<file path="src/rtl/rep_add_mul_pkg.sv">
// Package: shared types for the repeated-addition multiplier.
// Assumes: nothing beyond a two-state controller.
package rep_add_mul_pkg;
    typedef enum logic {
        ST_IDLE = 1'b0,
        ST_RUN  = 1'b1
    } mul_state_t;
endpackage

</file>
<file path="src/rtl/ram_down_counter.sv">
// Module: loadable down-counter holding the remaining add count.
// Assumes: load has priority over decrement; the controller never
// asserts decrement when the count is zero.
module ram_down_counter #(
    parameter int WIDTH = 8
) (
    input  logic             clk,
    input  logic             rst_n,
    input  logic             load,
    input  logic             dec,
    input  logic [WIDTH-1:0] load_val,
    output logic [WIDTH-1:0] count,
    output logic             is_zero
);
    // Count register: reset, load or decrement.
    always_ff @(posedge clk) begin
        if (!rst_n)
            count <= '0;
        else if (load)
            count <= load_val;
        else if (dec)
            count <= count - WIDTH'(1);
    end

    // Zero detect for the controller.
    always_comb is_zero = (count == '0);
endmodule

</file>
<file path="src/rtl/ram_accumulator.sv">
// Module: multiplicand capture register, 2W-bit adder and product register.
// Assumes: clear has priority over accumulate; capture coincides with clear.
module ram_accumulator #(
    parameter int WIDTH = 8,
    localparam int PW = 2 * WIDTH
) (
    input  logic             clk,
    input  logic             rst_n,
    input  logic             capture,
    input  logic             clear,
    input  logic             accum,
    input  logic [WIDTH-1:0] mcand_in,
    output logic [WIDTH-1:0] mcand_q,
    output logic [PW-1:0]    prod_q
);
    logic [PW-1:0] sum;

    // Hold the multiplicand for the whole run.
    always_ff @(posedge clk) begin
        if (!rst_n)
            mcand_q <= '0;
        else if (capture)
            mcand_q <= mcand_in;
    end

    // Adder: product plus zero-extended multiplicand.
    always_comb sum = prod_q + {{WIDTH{1'b0}}, mcand_q};

    // Product register: clear or load the sum.
    always_ff @(posedge clk) begin
        if (!rst_n)
            prod_q <= '0;
        else if (clear)
            prod_q <= '0;
        else if (accum)
            prod_q <= sum;
    end
endmodule

</file>
<file path="src/rtl/ram_ctrl_fsm.sv">
// Module: two-state controller sequencing start, add steps and completion.
// Assumes: go is sampled only in idle; the counter reports zero combinationally.
module ram_ctrl_fsm
    import rep_add_mul_pkg::*;
(
    input  logic clk,
    input  logic rst_n,
    input  logic go,
    input  logic cnt_zero,
    output logic start,
    output logic step,
    output logic busy,
    output logic done
);
    mul_state_t state_q, state_d;
    logic       finish;

    // Decode controls from the current state.
    always_comb begin
        start  = (state_q == ST_IDLE) && go;
        step   = (state_q == ST_RUN) && !cnt_zero;
        finish = (state_q == ST_RUN) && cnt_zero;
        busy   = (state_q == ST_RUN);
    end

    // Next-state selection.
    always_comb begin
        state_d = state_q;
        if (start)
            state_d = ST_RUN;
        else if (finish)
            state_d = ST_IDLE;
    end

    // State register.
    always_ff @(posedge clk) begin
        if (!rst_n)
            state_q <= ST_IDLE;
        else
            state_q <= state_d;
    end

    // Done flag: set at finish, cleared at the next accepted start.
    always_ff @(posedge clk) begin
        if (!rst_n)
            done <= 1'b0;
        else if (start)
            done <= 1'b0;
        else if (finish)
            done <= 1'b1;
    end
endmodule

</file>
<file path="src/rtl/rep_add_mul.sv">
// Module: top level of the repeated-addition multiplier.
// Assumes: unsigned operands; latency is the multiplier value plus one edge.
module rep_add_mul #(
    parameter int WIDTH = 8,
    localparam int PW = 2 * WIDTH
) (
    input  logic             clk,
    input  logic             rst_n,
    input  logic             go,
    input  logic [WIDTH-1:0] mcand,
    input  logic [WIDTH-1:0] mplier,
    output logic [PW-1:0]    product,
    output logic             done
);
    logic             start, step, busy, cnt_zero;
    logic [WIDTH-1:0] cnt_q;
    logic [WIDTH-1:0] mcand_q;

    ram_ctrl_fsm u_ctrl (
        .clk      (clk),
        .rst_n    (rst_n),
        .go       (go),
        .cnt_zero (cnt_zero),
        .start    (start),
        .step     (step),
        .busy     (busy),
        .done     (done)
    );

    ram_down_counter #(.WIDTH(WIDTH)) u_cnt (
        .clk      (clk),
        .rst_n    (rst_n),
        .load     (start),
        .dec      (step),
        .load_val (mplier),
        .count    (cnt_q),
        .is_zero  (cnt_zero)
    );

    ram_accumulator #(.WIDTH(WIDTH)) u_acc (
        .clk      (clk),
        .rst_n    (rst_n),
        .capture  (start),
        .clear    (start),
        .accum    (step),
        .mcand_in (mcand),
        .mcand_q  (mcand_q),
        .prod_q   (product)
    );
endmodule

</file>
<file path="config.mk">
export PLATFORM = sky130hd
export DESIGN_NAME = rep_add_mul
export DESIGN_NICKNAME = d
export VERILOG_FILES = /design/src/rtl/rep_add_mul_pkg.sv /design/src/rtl/ram_down_counter.sv /design/src/rtl/ram_accumulator.sv /design/src/rtl/ram_ctrl_fsm.sv /design/src/rtl/rep_add_mul.sv
export SDC_FILE = /design/constraint.sdc
export NUM_CORES = 1
export LEC_CHECK = 0
export ABC_AREA = 1
export BUFFER_PORTS_ARGS = -buffer_cell sky130_fd_sc_hd__clkbuf_2
export CAP_MARGIN = 5
export CORE_UTILIZATION = 56
export DETAILED_ROUTE_END_ITERATION = 8
export HOLD_SLACK_MARGIN = 0.12
export PLACE_DENSITY = 0.87
export SYNTH_ARGS = -nofsm -noshare
export SYNTH_HDL_FRONTEND = slang
export SYNTH_SLANG_ARGS = --single-unit
export TNS_END_PERCENT = 10
</file>
<file path="constraint.sdc">
create_clock -name clk -period 2.13 [get_ports clk]
set_input_delay 0.5325 -clock clk [delete_from_list [all_inputs] [get_ports clk]]
set_output_delay 0.5325 -clock clk [all_outputs]
set_load 0.01 [all_outputs]
</file>
==> run summary, run 1 <==
No sink is reached through more buffers than the 2 on the longest clock path. The count of buffers added on input and output ports is 35. Of the cells placed in the final design, the portion with a size suffix greater than 1 is 16.5%. Summed over all instances, the cell type with the most area after synthesis is dfxtp_1. For the total number of yosys warnings, the log shows 0. Setup total negative slack on the finished layout was measured at 0 ps. Of the available clock period, the critical path in the final layout requires 84.6%. The logs give 5 for the first-pass iteration count of the detailed router and 290 ps for the later-pin clock latency in the skew report. Dividing the detail-routed wire length by the instance count gives 12.0 um. The tightest min-delay check is of the register to register type.

For the maximum number of pins on one net before global-route repair, the log shows 27. Sorting the synthesized cells by area gives the leading types as dfxtp_1 (32%), nand2_1 (14%), nor2_1 (9.6%). The violation count after the first detailed-route iteration was 133. The total overflow left after global routing is 0.

Total count of max-transition violations in the final report: 0. The half-perimeter wire length after placement is 3.57 mm, and the final critical delay including setup and external delays is 1800 ps. Detailed routing placed a total of 2.24 mm of wire on met2. Internal power comes to 1.25 mW.

In the post-synthesis netlist, the cell with the most instances is nand2_1. The tools report the synthesized instance count as 320. STA puts the critical path data arrival time at 1990 ps. The static leakage was 1.21 nW. The startpoint identified for the worst register-to-register timing path is u_acc.prod_q[0]. Detailed routing inserted a total of 2124 vias. The post-CTS setup-driven buffer insertion count is 0, and the proportion of total power due to net switching is 32.8%. TritonCTS built the clock tree. The nature of the critical path endpoint is a register.

The congestion estimate from routability-driven global placement came to 0.952. The final clock skew was 6.72 ps. Total track usage: 25.9%. The area fraction of the dominant cell type after synthesis was 32.3%; the share of flip-flops with an asynchronous set or reset after synthesis was 0%. The run finished with clean final reports.

In this run the worst setup path begins at u_acc.prod_q[0]. After detailed routing, the number of remaining DRC violations is 0. The repair_antennas step left the layout with diodes totalling 0.

The core region is 3470 um2. Dividing the detail-routed via count by the number of cells gives 5.26. Area of the die: 4010 um2. The clock network accounts for 32.5% of the total power. The worst setup path is launched from a register. The initial utilization of the core area, before any placement, comes to 60.7%. The floorplan step set the die height to 63.3 um. The number of failing hold endpoints at the final stage came out at 0. The flip-flop and latch count after synthesis is 34.

The number of cells on the worst reg-to-reg path is 11. The switching power came out at 607 uW. Setup violations remaining at the end of the flow were counted as 0. The peak supply drop is 628 uV, and the die width is 63.3 um.

The top-level I/O count is 36, and the logic gate share of total power is 27.1%. Setup repair after global routing left no endpoint under its margin. For the number of H-tree levels, the log shows 2. The highest signal layer in the routed design was met4. The net count after synthesis came out at 350. The number of global-route vias before repair came out at 1919. For the total wire length, the log shows 4.85 mm.

The worst hold path cell count works out to 2. The CTS root buffer was clkbuf_8. Number of clock sinks: 34.

The logs give 2100 um2 for the synthesized cell area and 370 um for the met3 wire length. The run gives 0 as the max-capacitance violation count. The commonest cells after synthesis are nand2_1 (78), nor2_1 (54), inv_1 (40). The clock transition at the registers of the reported paths came out at 70 ps.

Gates resized during post-CTS repair numbered 0. The power density over the cells was 768 nW/um2. Compared with the post-synthesis result, the final layout area differs by 14.6%. The net count of the finished layout is 388. After routing the design area is 2410 um2. The critical path ends at u_acc.prod_q[6]. The average instance in the mapped netlist occupies 6.58 um2.

Data on the critical path is required at its endpoint by 2320 ps. Once placement finished, the instance area stood at 2300 um2. Along the worst path, the maximum fanout reaches 3. Highest achievable clock rate: 555 MHz. The tools report the total CTS buffers as 5. For the post-cts hold buffer count, the log shows 0. The worst pin sits at a relative slew slack of 75.5%. For the global-route wire length before repair, the log shows 8.18 mm. The worst register-to-register path ends at u_acc.prod_q[6]. After floorplanning, the core was divided into 21 placement rows.

The most used flip-flop cell after synthesis is dfxtp_1. The initial antenna violation count was 0. Critical path start-end classification: register to register. Of the synthesized area, sequential elements account for 32.3%. Of the total power, registers draw 40.3%.

The distinct cell type count of the synthesized netlist was 33. For flop-to-flop paths, the worst setup slack is 330 ps. After detailed routing, the wire length on met1 is 2.16 mm.

Post-route antenna net violation count: 0. The worst-margin pin slew was 368 ps. Number of flops mapped to enable cells by yosys: 0.
==> cells by family (layout without fill, tap and decap cells) <==
group / after synthesis / count (layout) / share of synthesized area (%)
AND/OR/NAND/NOR: 175 / 175 / 36.2
flip-flops: 34 / 34 / 32.3
multiplexers: 1 / 1 / 0.476
XOR/XNOR: 6 / 6 / 2.50
buffers and inverters: 48 / 86 / 9.99
AO/OA/AOI/OAI: 45 / 45 / 11.6
adder cells (fa/ha/maj): 11 / 11 / 6.90
==> cells in the final DEF (no fill, tap or decap) <==
cell type / netlist / final
nand2_1: 78 / 78
nor2_1: 54 / 54
inv_1: 40 / 40
clkbuf_2: 1 / 35
dfxtp_1: 34 / 34
nand3_1: 27 / 27
o21ai_0: 22 / 22
a21oi_1: 16 / 16
ha_1: 10 / 10
clkbuf_8: 1 / 6
nand2_2: 4 / 4
xor2_1: 4 / 4
nor2_4: 3 / 3
inv_2: 2 / 2
nor2_2: 2 / 2
a31oi_1: 2 / 2
nor3_1: 2 / 2
xnor2_1: 2 / 2
buf_4: 1 / 2
nand2_4: 1 / 1
mux2i_1: 1 / 1
nor2_8: 1 / 1
a211oi_1: 1 / 1
a21boi_0: 1 / 1
nand4_1: 1 / 1
a21oi_2: 1 / 1
or2_1: 1 / 1
and2_1: 1 / 1
a211oi_2: 1 / 1
o21ai_1: 1 / 1
fa_1: 1 / 1
bufinv_16: 0 / 1
==> area by class of cell <==
type / instances / area, um2
Tap cell: 46 / 57.6
Fill cell: 309 / 1060
Multi-Input combinational cell: 238 / 1210
Clock buffer: 6 / 82.6
Sequential cell: 34 / 681
Timing Repair Buffer: 37 / 190
Clock inverter: 1 / 30.0
Inverter: 42 / 158
==> how the worst min path moves through the flow <==
| stage | from | end | slack [ps] |
|---|---|---|---|
| floorplan | u_cnt.count[5] | u_cnt.count[5] | 450 |
| global placement | u_ctrl.done | u_ctrl.done | 460 |
| detailed placement | u_ctrl.done | u_ctrl.done | 460 |
| CTS | u_ctrl.done | u_ctrl.done | 480 |
| global route | u_ctrl.done | u_ctrl.done | 500 |
| finish | u_ctrl.done | u_ctrl.done | 470 |
==> layer usage <==
metal / vias up / GRT usage (%)
met5: - / 0
met4: 0 / 11.9
met3: 8 / 6.52
met2: 90 / 42.1
met1: 939 / 32.0
li1: 1087 / -
==> worst max-delay path, cell delays in order (launching register included) <==
cell	delay, ps
dfxtp_1	330
ha_1	240
fa_1	430
nand2_1	90
nand3_1	80
and2_1	170
nand2_1	80
nand2_1	50
nand2_1	60
nand3_1	70
nand2_1	80
inv_1	30
==> metrics by stage <==
| stage | util, % | power, mW | hold slack (ps) | setup slack [ps] | instances |
|---|---|---|---|---|---|
| after floorplan | - | 1.14 | 453 | 447 | 320 |
| after global placement | 66.3 | 1.23 | 462 | 420 | 397 |
| after detailed placement | 66.3 | 1.25 | 462 | 357 | 397 |
| after CTS | 69.6 | 1.85 | 478 | 353 | 404 |
| after global routing | 69.6 | 1.96 | 499 | 201 | 404 |
| final | 69.6 | 1.85 | 472 | 327 | 404 |
==> flip-flops by register name (all words and copies together), names as in the netlist <==
signal / cells
u_acc.mcand_q: 8
u_cnt.count: 8
u_ctrl.done: 1
u_acc.prod_q: 16
u_ctrl.busy: 1
==> power by group through the flow <==
stage | Combinational [mW] | Clock, mW | Sequential (mW)
CTS | 0.497 | 0.611 | 0.746
floorplan | 0.388 | 0 | 0.754
finish | 0.502 | 0.603 | 0.747
global route | 0.569 | 0.640 | 0.754
detailed placement | 0.489 | 0 | 0.761
global placement | 0.474 | 0 | 0.757
No activity file was read; power rests on OpenSTA's default activity.
==> inputs of run 2 (changes only) <==
clock period = 1.66 ns   (was 2.13 ns; I/O delays follow)
==> run 2 against run 1 <==
Effect of this change:
- the flow now finishes with violations (negative setup slack)
- sequential share of layout area down 0.92 points
- critical endpoint unchanged
- register-to-register slack worse by 360 ps
- highest routed layer unchanged
- first-iteration DRC count down 6.8%
- critical path type unchanged
- core utilization up 2.5 points
==> run summary, run 2 (same netlist as run 1, synthesis figures left out) <==
Setup repair after global routing could not meet its margin everywhere. For this design the ratio of total power to cell area is 925 nW/um2. The final setup TNS is -27.7 ps, and the number of H-tree levels is 2.

For this design, the CTS-stage hold fixing added 0 buffers. The number of clock buffers added by TritonCTS is 5. Global routing used 26.7% of the available tracks. At the worst endpoint, the required time is 1860 ps. The launch instance of the worst min-delay path is mcand[7]. The run gives 1995 as the number of global-route vias before repair.

In the routed design, unresolved DRC markers number 0. TritonCTS built the clock tree. CTS saw 34 sinks. The largest registers in the layout are u_acc.prod_q: 16 flops, u_acc.mcand_q: 8 flops, u_cnt.count: 8 flops. In the final layout, the multi-input gates occupy 1270 um2. In this run the core area contains 21 standard-cell rows.

The run gives 0 as the number of failing hold endpoints at the final stage. The worst hold path belongs to the class primary input to register. The run gives -30 ps as the minimum setup slack among reg-to-reg paths.

The global-route wire length before repair is 8.39 mm, and the number of flip-flops in the largest register is 16. The floorplan step set the die width to 63.3 um. In the layout the commonest cells are nand2_1 (75), nor2_1 (51), inv_1 (40), clkbuf_2 (35), dfxtp_1 (33). The post-route antenna net violation count was 0; the final clock skew was 6.19 ps. The normalized max-slew margin is 75.7%, and the critical path arrival is 1890 ps. The total count of max-transition violations in the final report was 0; the die span in y was 63.3 um. The share of the clock period used by the worst path was 102%. The run finished, with violations left. The clock passes through at most 2 buffers. Wires add up to 5.11 mm.

The effective utilization at floorplan was 60.7%; the total via count after detailed routing was 2197. By startpoint and endpoint, the worst setup path is classified as register to register. Clock-pin slew was measured on the worst setup and hold paths at 70 ps.

The post-CTS setup-driven buffer insertion count was 0; the layout overhead on the synthesized area was 18.7%. The pre-antenna-repair detailed-routing pass consisted of 5 iterations. VDD sags by at most 659 uV.

The die covers 4010 um2. The net count of the finished layout is 393. Final worst slack: -27.7 ps. STA classifies the critical path startpoint as a register.

For the final weighted congestion in routability-driven placement, the log shows 0.886. For this run, the share of the core covered by cells in the final layout is 72.0%. The tools report the half-perimeter wire length after placement as 3.62 mm. The global routing stage identified its most utilized layer as met2.

The worst hold path cell count was 3. Entering global routing, the biggest net connects 19 pins. The tools report the launching instance or port of the critical path as u_acc.prod_q[0].

For the later-pin clock latency in the skew report, the log shows 300 ps. In this run the standard cell core region covers 3470 um2. The checks that failed: negative setup slack.

For this block, the initial DRC count from the detailed router was 124. The count of port buffers added during placement is 35. The share of cells above drive strength 1 is 22.0%. Commonest non-fill, non-tap cell in the layout: nand2_1. The run gives 1 as the final count of negative-setup-slack endpoints. The vias per cell is 5.36.

For the number of fill cells, the log shows 298. The worst setup path is captured at a register. Detailed-route wire length per cell: 12.5 um. The initial antenna violation count is 0.

The CTS root buffer was clkbuf_8. Global routing consumed, on the met3 layer, 5.07% of the routing resources. For the residual overflow from global routing, the log shows 0. The tools report the terminus of the critical flop-to-flop path as u_acc.prod_q[6]. The tools report the worst flop-to-flop path startpoint as u_acc.prod_q[0]. The most flop-heavy register was u_acc.prod_q. The met1 layer usage reported by global route was 31.3%.

Worst-case hold path end point: u_acc.mcand_q[7]. 36 I/O pins were placed. The number of antenna diodes in the final layout is 0.

The final critical delay including setup and external delays works out to 1690 ps. The static leakage was 1.25 nW; the worst-margin pin slew was 364 ps. Timing analysis after detailed placement gives a worst setup slack of -11.8 ps. Max-cap violations in this run came to 0. The worst reg-to-reg path cell count was 11; the largest fanout on the critical path was 3. Global routing consumed, on the met2 layer, 45.7% of the routing resources.

Timing would allow up to 593 MHz. In the final layout, flip-flops and latches occupy 682 um2.
run 2: cell count changes in the layout (fill, tap and decap cells not counted), sizes merged:
cell      previous run  this run
clkinvlp             0         1
bufinv               1         0
buf                  2         7
clkinv               0         1
run 2: worst max-delay path by stage:
stage,end,slack [ps],cells past startpoint
after floorplan,u_acc.prod_q[6],40,11
final,u_acc.prod_q[6],-30,11
after CTS,u_acc.prod_q[6],30,11
after global routing,u_acc.prod_q[6],-80,11
after detailed placement,u_acc.prod_q[6],-10,11
after global placement,u_acc.prod_q[6],80,11
run 2: per-layer routing:
metal | wire length, um | part of all wire, % | up-vias
li1 | - | - | 1092
met1 | 2170 | 43 | 1007
met2 | 2430 | 48 | 81
met3 | 326 | 6.4 | 17
met4 | 180 | 3.5 | 0
met5 | 0 | 0 | -
run 2: repair_timing:
item | CTS | global route
pin swaps | 0 | 1
gates cloned | 0 | 0
setup endpoints to repair | 1 | 12
resized for setup | 1 | 14
run 2: cell type report:
cell class                 instances  share of cell area (%)
multi-input combinational        238                    50.7
clock buffer                       6                    3.30
clock inverter                     2                   0.501
timing repair buffer              42                    9.61
sequential                        34                    27.3
inverter                          42                    6.31
tap                               46                    2.30
run 2: where the power goes:
| part | internal [mW] | leakage, nW | switching (mW) |
|---|---|---|---|
| sequential | 0.890 | 0.279 | 0.0722 |
| clock | 0.333 | 0.0472 | 0.325 |
| combinational | 0.260 | 0.919 | 0.429 |
| total | 1.48 | 1.25 | 0.827 |
run 2: critical path: stages (launching register included):
cell	delay [ps]
dfxtp_2	330
ha_2	200
fa_2	350
nand2_1	110
nand3_2	80
and2_4	150
nand2_1	90
nand2_1	60
nand2_1	60
nand3_1	60
nand2_1	70
inv_1	40
run 2: stage by stage:
stage                     hold WS [ps]  cells  power, mW  cell area, um2
after floorplan                    453    320       1.47            2110
after global placement             458    402       1.61            2350
after detailed placement           471    402       1.63            2350
after CTS                          365    410       2.28            2450
after global routing               389    410       2.45            2500
final                              362    410       2.31            2500
==> inputs of run 3 (changes only) <==
HOLD_SLACK_MARGIN = 0.15   (was 0.12)
TNS_END_PERCENT = 100   (was 10)
==> run 3 against run 2 <==
Effect of this change:
- the run still ends with negative setup slack left
- die area did not move
- clock power fell by 0.6%
- register-to-register slack barely moved
- worst setup slack improved by 2.3 ps
- total power barely moved
- core utilization rose by 0.43 points
- sequential share of layout area fell by 0.16 points
- critical path type unchanged
==> run summary, run 3 (same netlist as run 1, synthesis figures left out) <==
The number of fill cells was 297; the normalized max-slew margin was 75.7%. The share of cells above drive strength 1 came out at 22.3%. The worst register-to-register path begins at u_acc.prod_q[0].

In this run the worst path has a maximum fanout of 3. Summed over all layers, the routed wires come to 5.13 mm. No sink is reached through more buffers than the 2 on the longest clock path.

TritonCTS created 5 clock buffers. The nature of the critical path endpoint is a register. The commonest non-fill, non-tap cell in the layout is nand2_1.

Critical path arrival: 1880 ps. The min-delay analysis places its worst path in the category primary input to register. The half-perimeter wire length after placement is 3.62 mm, and the floorplan core area is 3470 um2. TritonCTS built the clock tree. The layout overhead on the synthesized area is 19.4%. The largest registers in the layout are u_acc.prod_q: 16 flops, u_acc.mcand_q: 8 flops, u_cnt.count: 8 flops.

The global routing stage identified its most utilized layer as met2. The worst hold path cell count works out to 3. Setup repair after global routing could not meet its margin everywhere. The run finished, with violations left.

The setup check on the worst reg-to-reg path leaves a slack of -30 ps. The final count of negative-setup-slack endpoints was 1. The launch instance of the worst min-delay path was mcand[7]. Power spread over the standard cell area amounts to 919 nW/um2.

Across the routed clock network, the largest skew measured is 5.39 ps. The master of the slowest instance on the critical path is fa_2. The tools report the number of inserted diodes as 0. Summing all non-filler instances in the final layout gives an area of 2510 um2. In this run the cell area measured after placement is 2350 um2.

Buffers added to address setup during post-CTS repair amount to 0. The number of global-route vias before repair came out at 1995. The total track usage was 26.7%; the global-route wire length before repair was 8.39 mm. The final worst slack is -25.4 ps. The highest cell delay on the worst timing path was 360 ps. For the area of the die, the log shows 4010 um2.

In this run the static leakage power is 1.25 nW. The initial antenna violation count was 0; the detailed-route wire length per cell was 12.5 um. The number of flip-flops in the largest register came out at 16.

Counting flops per register, the top entry is u_acc.prod_q. The initial utilization of the core area, before any placement, comes to 60.7%. The worst register-to-register path has a depth of 11. Type of element launching the critical path: a register. During placement, the flow inserted port buffers numbering 35. The completed layout was analyzed and its total power is 2.31 mW. The number of H-tree levels was 2. In this design, the critical path's most frequently occurring cell is nand2_1.

Final weighted congestion in routability-driven placement: 0.886. For the worst-skew pair, the clock arrives at the later sink with an insertion delay of 300 ps. The clock transition at the registers of the reported paths is 70 ps. The count of nets left with antenna violations once routing finished came out at 0.

Measured along the y axis, the die boundary spans 63.3 um. The worst register-to-register path ends at u_acc.prod_q[6]. The tree is rooted in a clkbuf_8. Summed over all layers, the global routing overflow is 0. The highest achievable clock rate is 593 MHz, and the die width is 63.3 um.

For the number of clock sinks, the log shows 34. The tool flagged a number of max-cap violations equal to 0. For this run, design rule violations remaining after detail routing come to 0.

The final critical path takes up 102% of the cycle. The met1 layer usage reported by global route came out at 31.3%. The worst hold path terminates at u_acc.mcand_q[7]. The final critical delay including setup and external delays is 1690 ps. The critical path goes through ha_2 > fa_2 > nand2_1 > nand3_2 > and2_4 > nand2_1 > nand2_1 > nand2_1 > nand3_1 > nand2_1 > inv_1. IR analysis of the VDD net gives a maximum drop of 655 uV. The critical path start-end classification is register to register. The number of failing hold endpoints at the final stage is 0, and the maximum number of pins on one net before global-route repair is 19. After the first detailed-routing iteration, the DRC count stood at 147. After detailed routing, the number of vias per cell comes to 5.33. In the layout the commonest cells are nand2_1 (75), nor2_1 (51), inv_1 (40), clkbuf_2 (35), dfxtp_1 (33). The first detailed-routing pass ran for 4 iterations. The final reports fail on negative setup slack. The required time reported for the critical path endpoint is 1860 ps. In the global route stage, met2 resource usage came out at 45.7%.

For the final routed database, the setup TNS stands at -25.4 ps. The total via count after detailed routing came out at 2186. Global routing consumed, on the met3 layer, 5.07% of the routing resources. In this run the core area contains 21 standard-cell rows. The run gives 393 as the net total in the final layout. The worst-margin pin slew came out at 365 ps. The total count of max-transition violations in the final report was 0; the top-level I/O count was 36.
-- run 3: metrics by stage --
step	cells	worst slack, ps	hold slack [ps]	util (%)
global placement	402	75.9	458	67.8
finish	410	-25.4	363	72.5
detailed placement	402	-11.8	471	67.8
global route	410	-83.8	389	72.5
floorplan	320	38.4	453	-
CTS	410	33.1	365	70.6
-- run 3: worst max-delay path, delay by kind of cell (launching register included) --
kind / cells / cell delay [ps]
buf+inv: 1 / 40
fa+ha+maj: 2 / 550
flops: 1 / 330
simple gates: 8 / 680
-- run 3: layout make-up --
class | count | area [um2] | share of cell area [%]
Clock buffer | 6 | 82.6 | 3.29
Clock inverter | 2 | 12.5 | 0.498
Inverter | 42 | 158 | 6.27
Multi-Input combinational cell | 238 | 1280 | 51.0
Sequential cell | 34 | 682 | 27.1
Tap cell | 46 | 57.6 | 2.29
Timing Repair Buffer | 42 | 240 | 9.56
-- run 3: worst max-delay path by stage --
| stage | endpoint | start | cells after the start |
|---|---|---|---|
| after floorplan | u_acc.prod_q[6] | u_acc.prod_q[0] | 11 |
| after global placement | u_acc.prod_q[6] | u_acc.prod_q[0] | 11 |
| after detailed placement | u_acc.prod_q[6] | u_acc.prod_q[0] | 11 |
| after CTS | u_acc.prod_q[6] | u_acc.prod_q[0] | 11 |
| after global routing | u_acc.prod_q[6] | u_acc.prod_q[0] | 11 |
| final | u_acc.prod_q[6] | u_acc.prod_q[0] | 11 |
-- run 3: power breakdown --
group	total, mW	leakage (nW)	internal [mW]	switching [mW]
Clock	0.655	0.0472	0.333	0.321
Sequential	0.965	0.279	0.891	0.0746
Combinational	0.691	0.927	0.264	0.426
-- run 3: what timing repair did --
action	in CTS	in global routing
setup endpoints to repair	1	12
pin swaps	0	1
hold buffers	0	0
gates resized for setup	1	17
-- run 3: per-layer routing --
metal  vias to the layer above  part of all wire, %
li1                       1096                    -
met1                       987                   43
met2                        84                   47
met3                        19                  6.7
met4                         0                  3.3
met5                         -                    0
